$ cat config.mk
export PLATFORM = sky130hd
export DESIGN_NAME = trk_fmt_seq
export DESIGN_NICKNAME = d
export VERILOG_FILES = /design/src/rtl/tfs_pkg.sv /design/src/rtl/tfs_cmd_decode.sv /design/src/rtl/tfs_byte_timer.sv /design/src/rtl/tfs_ctrl.sv /design/src/rtl/trk_fmt_seq.sv
export SDC_FILE = /design/constraint.sdc
export NUM_CORES = 1
export LEC_CHECK = 0
export ABC_CLOCK_PERIOD_IN_PS = 4300
export BUFFER_PORTS_ARGS = -buffer_cell sky130_fd_sc_hd__buf_2
export CORE_MARGIN = 4
export CORE_UTILIZATION = 50
export DETAILED_ROUTE_END_ITERATION = 7
export PLACE_DENSITY = 0.76
export SETUP_SLACK_MARGIN = 0.5
export SYNTH_ARGS = -nofsm -noshare
export SYNTH_HDL_FRONTEND = slang
export SYNTH_SLANG_ARGS = --single-unit
$ cat constraint.sdc
create_clock -name clk -period 4.3 [get_ports clk]
set_input_delay 0.43 -clock clk [delete_from_list [all_inputs] [get_ports clk]]
set_output_delay 0.43 -clock clk [all_outputs]
set_load 0.05 [all_outputs]
$ cat src/rtl/tfs_pkg.sv
package tfs_pkg;
  typedef enum logic [2:0] {
    ST_IDLE, ST_WIDX, ST_WSEC, ST_GAP, ST_IDF, ST_ECC, ST_WFIN
  } tfs_state_e;

  localparam int NUM_WIN = 3;
  localparam int WIN_GAP = 0;
  localparam int WIN_ID  = 1;
  localparam int WIN_ECC = 2;

  localparam logic [7:0] FILL_ZERO = 8'h00;
  localparam logic [7:0] FILL_ALT  = 8'h4E;
endpackage

$ cat src/rtl/tfs_cmd_decode.sv
module tfs_cmd_decode (
  input  logic [7:0] code,
  output logic       ok,
  output logic [1:0] unit_sel
);
  // unit codes C0/C8/D0/D8: 110u_u000
  always_comb begin
    ok       = (code[7:5] == 3'b110) && (code[2:0] == 3'b000);
    unit_sel = code[4:3];
  end
endmodule

$ cat src/rtl/tfs_byte_timer.sv
module tfs_byte_timer #(
  parameter int CNT_W = 8
) (
  input  logic             clk,
  input  logic             rst_n,
  input  logic             start,
  input  logic [CNT_W-1:0] preset,
  input  logic             tick,
  output logic             busy,
  output logic             expire
);
  logic [CNT_W-1:0] cnt;

  assign expire = busy && tick && (cnt <= CNT_W'(1));

  always_ff @(posedge clk) begin
    if (!rst_n) begin
      cnt  <= '0;
      busy <= 1'b0;
    end else if (start) begin
      cnt  <= (preset == '0) ? CNT_W'(1) : preset;
      busy <= 1'b1;
    end else if (busy && tick) begin
      if (cnt <= CNT_W'(1)) begin
        cnt  <= '0;
        busy <= 1'b0;
      end else begin
        cnt <= cnt - CNT_W'(1);
      end
    end
  end

  // a running window always has ticks left to count
  p_cnt_live_r12: assert property (@(posedge clk) disable iff (!rst_n)
    busy |-> (cnt != '0));
endmodule

$ cat src/rtl/tfs_ctrl.sv
module tfs_ctrl
  import tfs_pkg::*;
(
  input  logic               clk,
  input  logic               rst_n,
  input  logic               cmd_take,
  input  logic [1:0]         cmd_unit,
  input  logic               index_p,
  input  logic               sector_p,
  input  logic               hard_mode,
  input  logic               alt_gap,
  input  logic               fin_req,
  input  logic [NUM_WIN-1:0] win_exp,
  output logic [NUM_WIN-1:0] win_start,
  output logic               idle,
  output logic               fmt_active,
  output logic               wr_gate,
  output logic [1:0]         unit,
  output logic               idx_seen,
  output logic               am_wr,
  output logic               gap_win,
  output logic               xfer_en,
  output logic               ecc_time,
  output logic               end_time,
  output logic [7:0]         gap_byte
);
  tfs_state_e st, nxt;
  logic fin_pend, am_set, end_set, go_idle;

  assign idle     = (st == ST_IDLE);
  assign gap_byte = (alt_gap && idx_seen && fmt_active) ? FILL_ALT : FILL_ZERO;

  always_comb begin
    nxt       = st;
    win_start = '0;
    am_set    = 1'b0;
    end_set   = 1'b0;
    go_idle   = 1'b0;
    case (st)
      ST_IDLE: if (cmd_take) nxt = ST_WIDX;
      ST_WIDX: if (index_p) begin
        if (hard_mode) nxt = ST_WSEC;
        else begin
          nxt = ST_GAP;
          win_start[WIN_GAP] = 1'b1;
          am_set = 1'b1;
        end
      end
      ST_WSEC: begin
        if (fin_pend) nxt = ST_WFIN;
        else if (sector_p) begin
          nxt = ST_GAP;
          win_start[WIN_GAP] = 1'b1;
        end
      end
      ST_GAP: if (win_exp[WIN_GAP]) begin
        nxt = ST_IDF;
        win_start[WIN_ID] = 1'b1;
      end
      ST_IDF: if (win_exp[WIN_ID]) begin
        nxt = ST_ECC;
        win_start[WIN_ECC] = 1'b1;
      end
      ST_ECC: if (win_exp[WIN_ECC]) begin
        end_set = 1'b1;
        if (fin_pend) nxt = ST_WFIN;
        else if (hard_mode) nxt = ST_WSEC;
        else begin
          nxt = ST_GAP;
          win_start[WIN_GAP] = 1'b1;
          am_set = 1'b1;
        end
      end
      ST_WFIN: if (index_p) begin
        nxt = ST_IDLE;
        go_idle = 1'b1;
      end
      default: nxt = ST_IDLE;
    endcase
  end

  always_ff @(posedge clk) begin
    if (!rst_n) begin
      st         <= ST_IDLE;
      fmt_active <= 1'b0;
      wr_gate    <= 1'b0;
      unit       <= '0;
      idx_seen   <= 1'b0;
      fin_pend   <= 1'b0;
      am_wr      <= 1'b0;
      gap_win    <= 1'b0;
      xfer_en    <= 1'b0;
      ecc_time   <= 1'b0;
      end_time   <= 1'b0;
    end else begin
      st       <= nxt;
      am_wr    <= am_set;
      end_time <= end_set;
      gap_win  <= (nxt == ST_GAP);
      xfer_en  <= (nxt == ST_IDF) || (nxt == ST_ECC);
      ecc_time <= (nxt == ST_ECC);
      if (cmd_take) begin
        fmt_active <= 1'b1;
        wr_gate    <= 1'b1;
        unit       <= cmd_unit;
        idx_seen   <= 1'b0;
        fin_pend   <= 1'b0;
      end else begin
        if (go_idle) begin
          fmt_active <= 1'b0;
          wr_gate    <= 1'b0;
          fin_pend   <= 1'b0;
        end else if (fin_req && fmt_active) begin
          fin_pend <= 1'b1;
        end
        if (st == ST_WIDX && index_p) idx_seen <= 1'b1;
      end
    end
  end

  p_ecc_in_xfer_r6: assert property (@(posedge clk) disable iff (!rst_n)
    ecc_time |-> xfer_en);
  p_end_drops_r7: assert property (@(posedge clk) disable iff (!rst_n)
    end_time |-> (!xfer_en && !ecc_time));
  p_xfer_fall_r7: assert property (@(posedge clk) disable iff (!rst_n)
    $fell(xfer_en) |-> end_time);
  p_am_single_r4: assert property (@(posedge clk) disable iff (!rst_n)
    am_wr |-> (gap_win && $onehot0({am_wr, ecc_time, xfer_en})));
  p_hard_no_am_r9: assert property (@(posedge clk) disable iff (!rst_n)
    am_wr |-> !$past(hard_mode));
  p_idle_quiet_r10: assert property (@(posedge clk) disable iff (!rst_n)
    !fmt_active |-> (!wr_gate && !xfer_en && !am_wr && !gap_win));
endmodule

$ cat src/rtl/trk_fmt_seq.sv
module trk_fmt_seq
  import tfs_pkg::*;
#(
  parameter int CNT_W   = 8,
  parameter int GAP_DEF = 11,
  parameter int ID_DEF  = 6,
  parameter int ECC_DEF = 4
) (
  input  logic             clk,
  input  logic             rst_n,
  input  logic             cfg_we,
  input  logic [1:0]       cfg_sel,
  input  logic [CNT_W-1:0] cfg_val,
  input  logic             start_vld,
  output logic             start_rdy,
  input  logic [7:0]       start_cmd,
  input  logic             fin_req,
  input  logic             index_p,
  input  logic             sector_p,
  input  logic             byte_tick,
  input  logic             hard_mode,
  input  logic             alt_gap,
  output logic             fmt_active,
  output logic             wr_gate,
  output logic [1:0]       unit,
  output logic             idx_seen,
  output logic             am_wr,
  output logic             gap_win,
  output logic             xfer_en,
  output logic             ecc_time,
  output logic             end_time,
  output logic [7:0]       gap_byte
);
  logic             code_ok, cmd_take;
  logic [1:0]       code_unit;
  logic [NUM_WIN-1:0] t_start, t_exp, t_busy;
  logic [CNT_W-1:0] preset [NUM_WIN];

  tfs_cmd_decode u_dec (
    .code(start_cmd), .ok(code_ok), .unit_sel(code_unit)
  );

  assign cmd_take = start_vld && start_rdy && code_ok;

  for (genvar k = 0; k < NUM_WIN; k++) begin : g_win
    localparam int DEF = (k == WIN_GAP) ? GAP_DEF :
                         (k == WIN_ID)  ? ID_DEF  : ECC_DEF;
    always_ff @(posedge clk) begin
      if (!rst_n)
        preset[k] <= CNT_W'(DEF);
      else if (cfg_we && start_rdy && (cfg_sel == 2'(k)))
        preset[k] <= cfg_val;
    end

    tfs_byte_timer #(.CNT_W(CNT_W)) u_tmr (
      .clk(clk), .rst_n(rst_n), .start(t_start[k]), .preset(preset[k]),
      .tick(byte_tick), .busy(t_busy[k]), .expire(t_exp[k])
    );
  end

  tfs_ctrl u_ctrl (
    .clk(clk), .rst_n(rst_n), .cmd_take(cmd_take), .cmd_unit(code_unit),
    .index_p(index_p), .sector_p(sector_p), .hard_mode(hard_mode),
    .alt_gap(alt_gap), .fin_req(fin_req), .win_exp(t_exp),
    .win_start(t_start), .idle(start_rdy), .fmt_active(fmt_active),
    .wr_gate(wr_gate), .unit(unit), .idx_seen(idx_seen), .am_wr(am_wr),
    .gap_win(gap_win), .xfer_en(xfer_en), .ecc_time(ecc_time),
    .end_time(end_time), .gap_byte(gap_byte)
  );

  p_one_window_r5: assert property (@(posedge clk) disable iff (!rst_n)
    $onehot0(t_busy));
  p_zero_fill_pre_idx_r3: assert property (@(posedge clk) disable iff (!rst_n)
    !idx_seen |-> (gap_byte == 8'h00));
  p_ready_idle_r1: assert property (@(posedge clk) disable iff (!rst_n)
    start_rdy |-> !fmt_active);
endmodule

# ---- Yosys cells after proc, flatten, opt, wreduce, memory -nomap -nowiden
# Memory sizes are Yosys's and may differ from the RTL's.
# Index checks and enable logic that the tools add are counted.
# W data, S select, Z words.
dict set report word_totals {
  ff_bits 40
  mem_bits_rw 24
  input_bits 28
  output_inout_bits 19
  wordCells 139
  memories 1
}
# memory words word_bits read_ports rd_ports_with_merged_regs write_ports line_no
set memory_table {}
lappend memory_table {preset 3 8 3 0 3 trk_fmt_seq.sv:37} ;# logic [CNT_W-1:0] preset [NUM_WIN];
dict set report op_classes {
  addsub 3
  magnitude_cmp 3
  n_eq_ne 12
  n_mux 63
  bitwise 4
  n_reduce_logical 37
}
# cell count
set ops {}
lappend ops {{$mux W8} 15}
lappend ops {{$mux W1} 35}
lappend ops {{$mux W3} 9}
lappend ops {{$le A8 B1 Y1 const B} 3}
lappend ops {{$logic_not A8 Y1} 3}
lappend ops {{$sub A8 B1 Y8 const B} 3}
lappend ops {{$pmux W3 S7} 1}
lappend ops {{$eq A3 B3 Y1 const B} 6}
lappend ops {{$logic_and A1 B1 Y1} 17}
lappend ops {{$reduce_bool A2 Y1} 7}
lappend ops {{$eq A3 B2 Y1 const B} 3}
lappend ops {{$reduce_and A2 Y1} 4}
lappend ops {{$mux W7} 1}
lappend ops {{$logic_not A3 Y1} 2}
lappend ops {{$eq A3 B1 Y1 const B} 1}
lappend ops {{$or A1 B1 Y1} 3}
lappend ops {{$pmux W1 S3} 1}
lappend ops {{$reduce_or A3 Y1} 1}
lappend ops {{$eq A2 B1 Y1 const B} 1}
lappend ops {{$eq A2 B2 Y1 const B} 1}
lappend ops {{$logic_not A2 Y1} 1}
lappend ops {{$pmux W1 S2} 1}
lappend ops {{$reduce_or A2 Y1} 1}
lappend ops {{$logic_or A1 B1 Y1} 1}
lappend ops {{$not A1 Y1} 1}

# ---- Logic depth before layout (Yosys ltp)
# Gate-level depths: netlist of the first run.
dict set report logic_depth {
  ltp_word 7
  depth_mapped 9
  mapped_depth_nobuf 7
}

# ---- Cells and area by module
# Synthesis of the first run repeated with hierarchy kept, for this count alone.
dict set report hier_totals {
  cells_unflattened 343
  hier_area_um2 3339.5
}
# mod instances cells_per_inst area_each_um2 seq_area_each_um2
set by_module_without_submodules {}
lappend by_module_without_submodules {tfs_byte_timer 3 65 546.8 180.2}
lappend by_module_without_submodules {trk_fmt_seq 1 62 978.4 720.7}
lappend by_module_without_submodules {tfs_ctrl 1 82 683.2 260.2}
lappend by_module_without_submodules {tfs_cmd_decode 1 4 37.5 0.0}

# ---- Worst setup path before layout of the first run
# Ideal clock, no wire load.
dict set report synth_path {
  path_kind {flip-flop to flip-flop}
  from {register u_ctrl.st[0]}
  to {memory preset[0][0] (enable)}
  setup_ns 0.387
  arrival_ns 2.196
  required_ns 3.913
  path_slack_ns 1.717
  stages_incl_launch_ff 5
  path_buffers 1
  period_less_slack_ns 2.583
  path_cell_list {dfxtp_1 buf_2 nor3_2 nand2_1 o31ai_1}
}
# element line_no
set synth_rtl {}
lappend synth_rtl {{start, declared} tfs_ctrl.sv:27} ;# tfs_state_e st, nxt;
lappend synth_rtl {{start signal, assigned} tfs_ctrl.sv:96} ;# st <= nxt;
lappend synth_rtl {{end, declared} trk_fmt_seq.sv:37}

==> impl_metrics.ini, run 1 <==
[global_route]
grt_use_total_pct = 18.8
grt_pass1_vias = 2717
antenna_found_initial = 0
grt_max_degree = 29
grt_overflow = 0
grt_pass1_wl_microns = 12600

[flow_run]
cap_violations = 0

[critical_path]
worstSetupEndpointType = flop
start_kind = flop
worstPathMaxFanout = 12
critical_path_class = reg -> reg
required_ns = 4.26
r2r_slack_ns = 2.06
crit_arrival_ns = 2.20

[clocking]
cts_tree = done
clockBufferDepth = 2
cts_hold_buf = 0
cts_setup_buffers = 0
clk_latency_ns = 0.34
ctsResizeCount = 0
h-tree-depth = 3
clk_pin_slew_worst_paths_ns = 0.08
root_buffer = clkbuf_8
clock-sinks = 64
cts_buffers = 9

[drt]
viasPerCell = 5.76
drtIter0Drc = 236
wl_per_cell_microns = 15.1
vias = 2754
drtPass1Iterations = 4
drc = 0
wirelength_microns = 7220
ant_nets = 0

[floorplan]
rows = 29
die_y_microns = 89.8
ios = 47
dieArea_sq_mm = 0.00806
core_sq_mm = 0.00642
initial_utilization_pct = 52.1
die_x_microns = 89.8

[power_and_ir_drop]
p_total_mw = 1.60
internal-power_mw = 1.08
p_leak_nw = 1.42
p_per_area_mw_per_mm2 = 426
p_sw_mw = 0.515
p_clk_share_pct = 32.1
irDropWorstVdd_v = 0.000280
switching_share_pct = 32.3
seqPwrFrac_pct = 46.1
pwr-share-comb_pct = 21.8

[final_layout]
n_fill_cell = 542
num_antenna_cells = 0
final_cell_mix = buf_2 (42), dfxtp_1 (40), nor2_1 (35)
area_growth_pct = 11.9
regArea_sq_mm = 0.00152
multi_input_area_sq_mm = 0.00168
final_common_cell = buf_2
finalNetCount = 430
drive_gt1_share_pct = 18.7

[place]
gp_congestion = 0.883
port_buffers = 42
dpl.hpwl_microns = 5430

[yosys]
yosysUniqueCellTypes = 57
async_flop_share_pct = 0
yosysWarnings = 0
ys_seq_area_share_pct = 45.5
synth_area_per_cell_sq_um = 9.32
syn_inst = 359
ys_ff_latch = 64
netlist_area_sq_mm = 0.00334
synth-edff-count = 24
ys.flop_type = dfxtp_1

[sta]
finalSetupTns_ns = 0
fin_skew_ns = 0.00975
fmax_mhz = 447
finalCriticalPeriod_ns = 2.24
rsz0062_at_grt = false
setup_violations = 0
relSlewSlack_pct = 23.9
worstMarginPinSlew_ns = 1.13
period_share_pct = 52.0
timing.final.hold_violations = 0
maxSlewViolCount = 0

[status]
status = finished clean

[worst_hold_path]
hp-class = in -> reg
-- final cells by class --
class	count	area share, %
clock buffer	10	3.41
clock inverter	6	1.84
inverter	10	1.00
multi-input combinational	269	44.9
sequential	64	40.6
tap	77	2.57
timing repair buffer	42	5.61
-- stage by stage --
stage | cells | instance area (sq um) | utilization (%) | hold WS [ns] | setup WS (ns)
finish | 478 | 3740 | 58.3 | 0.327 | 2.06
global route | 478 | 3740 | 58.3 | 0.356 | 1.79
CTS | 478 | 3740 | 58.3 | 0.324 | 2.04
detailed placement | 462 | 3550 | 55.2 | 0.476 | 2.05
global placement | 462 | 3550 | 55.2 | 0.462 | 2.21
floorplan | 362 | 3360 | - | 0.450 | 1.72
-- critical path, cell delays in order (launching register included) --
cell,delay [ns]
dfxtp_1,0.43
nor3_2,0.28
nand2_1,0.19
o31ai_1,0.94
-- power groups by stage --
stage	combinational [mW]	sequential, mW	clock, mW
6_report	0.349	0.735	0.512
5_1_grt	0.392	0.744	0.550
4_1_cts	0.346	0.734	0.519
3_5_place_dp	0.344	0.747	0
3_3_place_gp	0.344	0.742	0
2_1_floorplan	0.281	0.729	0
-- cells in the mapped netlist, types with 5 or more instances --
master / instances / share of area [%]
buf_2: 5 / 0.75
nor4_1: 6 / 1.1
nand3b_1: 5 / 1.1
nor3_1: 18 / 2.7
and3_1: 7 / 1.3
or3_1: 6 / 1.1
dfxtp_1: 40 / 24
clkbuf_1: 5 / 0.56
o21ai_0: 10 / 1.5
edfxtp_1: 24 / 22
nor2b_1: 9 / 1.7
and2_1: 19 / 3.6
inv_1: 9 / 1.0
nand2_1: 21 / 2.4
mux2i_1: 10 / 3.0
a211oi_1: 10 / 2.2
ha_1: 6 / 2.2
nand2b_1: 10 / 1.9
nor2_1: 35 / 3.9
nand3_1: 8 / 1.2
buf_4: 8 / 1.8
o31ai_1: 6 / 1.3
a21oi_1: 26 / 3.9
-- cell families after synthesis --
group           share of synthesized area (%)
flops                                    45.5
buf+inv                                  4.56
fa+ha+maj                                2.24
compound gates                           14.6
mux                                      2.99
simple gates                             29.8
other cells                             0.112
xor+xnor                                0.262
-- worst paths after layout --
kind,start,end,depth (start not counted)
setup / recovery,u_ctrl.st[1]$_SDFF_PN0_,preset[0][2]$_SDFFCE_PN0P_,3
hold reg to reg,u_ctrl.unit[0]$_SDFFE_PN0P_,u_ctrl.unit[0]$_SDFFE_PN0P_,2
setup reg to reg,u_ctrl.st[1]$_SDFF_PN0_,preset[0][2]$_SDFFCE_PN0P_,3
hold / removal,start_cmd[3],u_ctrl.unit[0]$_SDFFE_PN0P_,3
-- layer usage --
| metal | GRT usage (%) | part of all wire (%) | vias to the layer above |
|---|---|---|---|
| met5 | 0 | 0 | - |
| li1 | - | - | 1386 |
| met3 | 4.59 | 6.9 | 14 |
| met2 | 29.9 | 47 | 91 |
| met4 | 7.79 | 1.8 | 0 |
| met1 | 24.7 | 44 | 1263 |
-- registers in the layout (all words and copies together) (netlist names) --
register and cells:
u_ctrl.gap_win 1, u_ctrl.unit 2, u_ctrl.fin_pend 1, g_win.u_tmr.cnt 24, u_ctrl.am_wr 1, u_ctrl.fmt_active 1
u_ctrl.xfer_en 1, u_ctrl.ecc_time 1, u_ctrl.end_time 1, preset 24, g_win.u_tmr.busy 3, u_ctrl.st 3
u_ctrl.idx_seen 1
Note: power is estimated with default switching activity, not from simulation.
==> run 2: changes to the inputs <==
--- a/config.mk
+++ b/config.mk
@@ -5,7 +5,7 @@
 export SDC_FILE = /design/constraint.sdc
 export NUM_CORES = 1
 export LEC_CHECK = 0
-export ABC_CLOCK_PERIOD_IN_PS = 4300
+export ABC_CLOCK_PERIOD_IN_PS = 2280
 export BUFFER_PORTS_ARGS = -buffer_cell sky130_fd_sc_hd__buf_2
 export CORE_MARGIN = 4
 export CORE_UTILIZATION = 50
==> constraint.sdc (replaced) <==
create_clock -name clk -period 2.28 [get_ports clk]
set_input_delay 0.228 -clock clk [delete_from_list [all_inputs] [get_ports clk]]
set_output_delay 0.228 -clock clk [all_outputs]
set_load 0.05 [all_outputs]
==> run 2 against run 1 <==
  * Design area up 14%
  * Clock-buffer cell count grew 1
  * Via count increased by 7.3%
  * Worst hold slack worse by 0.20 ns
  * Flip-flop and latch count unchanged
  * Wire length rose by 15%
  * Register-to-register slack lost 1.6 ns
  * Critical path depth rose by 2
  * Clock power is 88% higher
  * Combinational power rose to 2.7 times the previous value
  * Die area stayed put
==> impl_metrics.ini, run 2 (synthesis results as in run 1) <==
[place]
postPlaceCellArea_sq_mm = 0.00363
dpl.hpwl_microns = 5520
gp_congestion = 0.882
place_worst_setup_slack_ns = 0.224
port_buffers = 42
placed_cells = 466

[sta]
worstMarginPinSlew_ns = 0.536
timing.final.hold_violations = 0
period_share_pct = 79.5
finalSetupTns_ns = 0
setup_violations = 0
maxSlewViolCount = 0
fin_skew_ns = 0.00630
rsz0062_at_grt = true
relSlewSlack_pct = 63.9
finalCriticalPeriod_ns = 1.81
whs_ns = 0.127
fin_ws_ns = 0.467
fmax_mhz = 551

[final_layout]
top_regs = g_win.u_tmr.cnt (24), preset (24)
area_growth_pct = 28.1
num_antenna_cells = 0
post-route-util_pct = 66.7
n_fill_cell = 469
finalNetCount = 455
finalInstanceArea_sq_mm = 0.00428
final_cells = 503
drive_gt1_share_pct = 38.5
final_common_cell = buf_2
final_cell_mix = buf_2 (42), nor2_1 (27), dfxtp_1 (27)

[worst_hold_path]
hp-class = in -> reg
hold_depth = 3
worstHoldStart = start_cmd[3]
holdPathEnd = u_ctrl.unit[0]$_SDFFE_PN0P_

[critical_path]
critical_path_class = reg -> reg
worstSetupEndpointType = flop
ff2ff_path_depth = 5
crit_path_top_delay_cell = or3_4
start_kind = flop
critical_path.max_stage_delay_ns = 0.42
regToRegStartpoint = g_win[0].u_tmr.cnt[6]$_SDFFE_PN0P_
path_cells = or3_4, nor4_4, nand3_4, and3_4, and3_4
worstPathMaxFanout = 5
crit_top_cell = and3_4
r2r_slack_ns = 0.47
crit_arrival_ns = 2.05
cp_top_family = simple AND/OR/NAND/NOR gates
required_ns = 2.52
critPathBufInv = 0
r2r_end = u_ctrl.gap_win$_SDFF_PN0_

[global_route]
grt_max_degree = 27
grt_pass1_vias = 2774
grt_pass1_wl_microns = 13100
antenna_found_initial = 0
grt_use_total_pct = 20.0
grt_overflow = 0

[status]
status = finished clean

[floorplan]
die_x_microns = 89.8
dieArea_sq_mm = 0.00806
die_y_microns = 89.8
rows = 29
ios = 47
initial_utilization_pct = 52.1
core_sq_mm = 0.00642

[drt]
wirelength_microns = 8280
drc = 0
drtIter0Drc = 224
drtPass1Iterations = 5
ant_nets = 0
wl_per_cell_microns = 16.5
vias = 2954
viasPerCell = 5.87

[clocking]
clock-sinks = 64
clk_latency_ns = 0.34
cts_buffers = 9
cts_hold_buf = 0
root_buffer = clkbuf_8
clk_pin_slew_worst_paths_ns = 0.07
clockBufferDepth = 2
cts_tree = done
h-tree-depth = 3

[power_and_ir_drop]
irDropWorstVdd_v = 0.000409
p_total_mw = 3.31
p_leak_nw = 1.60
p_per_area_mw_per_mm2 = 772

[flow_run]
cap_violations = 0
[run 2: changes by cell type in the layout (fill, tap and decap cells not counted), sizes merged]
cell	previous run	this run
clkbuf	10	11
inv	11	10
buf	42	67
[run 2: tightest hold or removal path: stages]
cell and delay, ns:
buf_2 0.07, mux2i_1 0.06, nor2_1 0.08
[run 2: area by class of cell]
type / count / area (sq um) / share of cell area (%)
clock buffer: 11 / 141 / 3.30
clock inverter: 5 / 56.3 / 1.31
inverter: 10 / 37.5 / 0.876
multi-input combinational: 269 / 1990 / 46.5
sequential: 64 / 1540 / 36.0
tap: 77 / 96.3 / 2.25
timing repair buffer: 67 / 417 / 9.73
[run 2: layer usage]
metal	track usage [%]	up-vias	share of wire, %
li1	-	1430	-
met1	25.4	1390	42
met2	33.3	115	49
met3	4.67	19	7.1
met4	7.66	0	2.0
met5	0	-	0
[run 2: power breakdown]
part | total [mW] | internal (mW) | switching (mW) | leakage [nW]
logic | 0.935 | 0.393 | 0.542 | 0.936
clock network | 0.962 | 0.533 | 0.429 | 0.0993
registers | 1.41 | 1.29 | 0.118 | 0.561
total | 3.31 | 2.22 | 1.09 | 1.60
[run 2: how the worst max path moves through the flow]
stage | start | end | cells past startpoint
2_1_floorplan | u_ctrl.st[2]$_SDFF_PN0_ | preset[0][0]$_SDFFCE_PN1P_ | 4
3_3_place_gp | g_win[0].u_tmr.cnt[1]$_SDFFE_PN0P_ | g_win[1].u_tmr.cnt[5]$_SDFFE_PN0P_ | 8
3_5_place_dp | g_win[0].u_tmr.cnt[0]$_SDFFE_PN0P_ | g_win[1].u_tmr.cnt[5]$_SDFFE_PN0P_ | 8
4_1_cts | g_win[0].u_tmr.cnt[6]$_SDFFE_PN0P_ | u_ctrl.gap_win$_SDFF_PN0_ | 5
5_1_grt | g_win[0].u_tmr.cnt[6]$_SDFFE_PN0P_ | g_win[1].u_tmr.cnt[1]$_SDFFE_PN0P_ | 6
6_report | g_win[0].u_tmr.cnt[6]$_SDFFE_PN0P_ | u_ctrl.gap_win$_SDFF_PN0_ | 5
[run 2: what timing repair did]
| action | CTS | global route |
|---|---|---|
| gates resized for setup | 47 | 35 |
| buffers inserted | 13 | 7 |
| pin swaps | 11 | 12 |
| setup endpoints to repair | 31 | 30 |
| gates cloned | 1 | 0 |
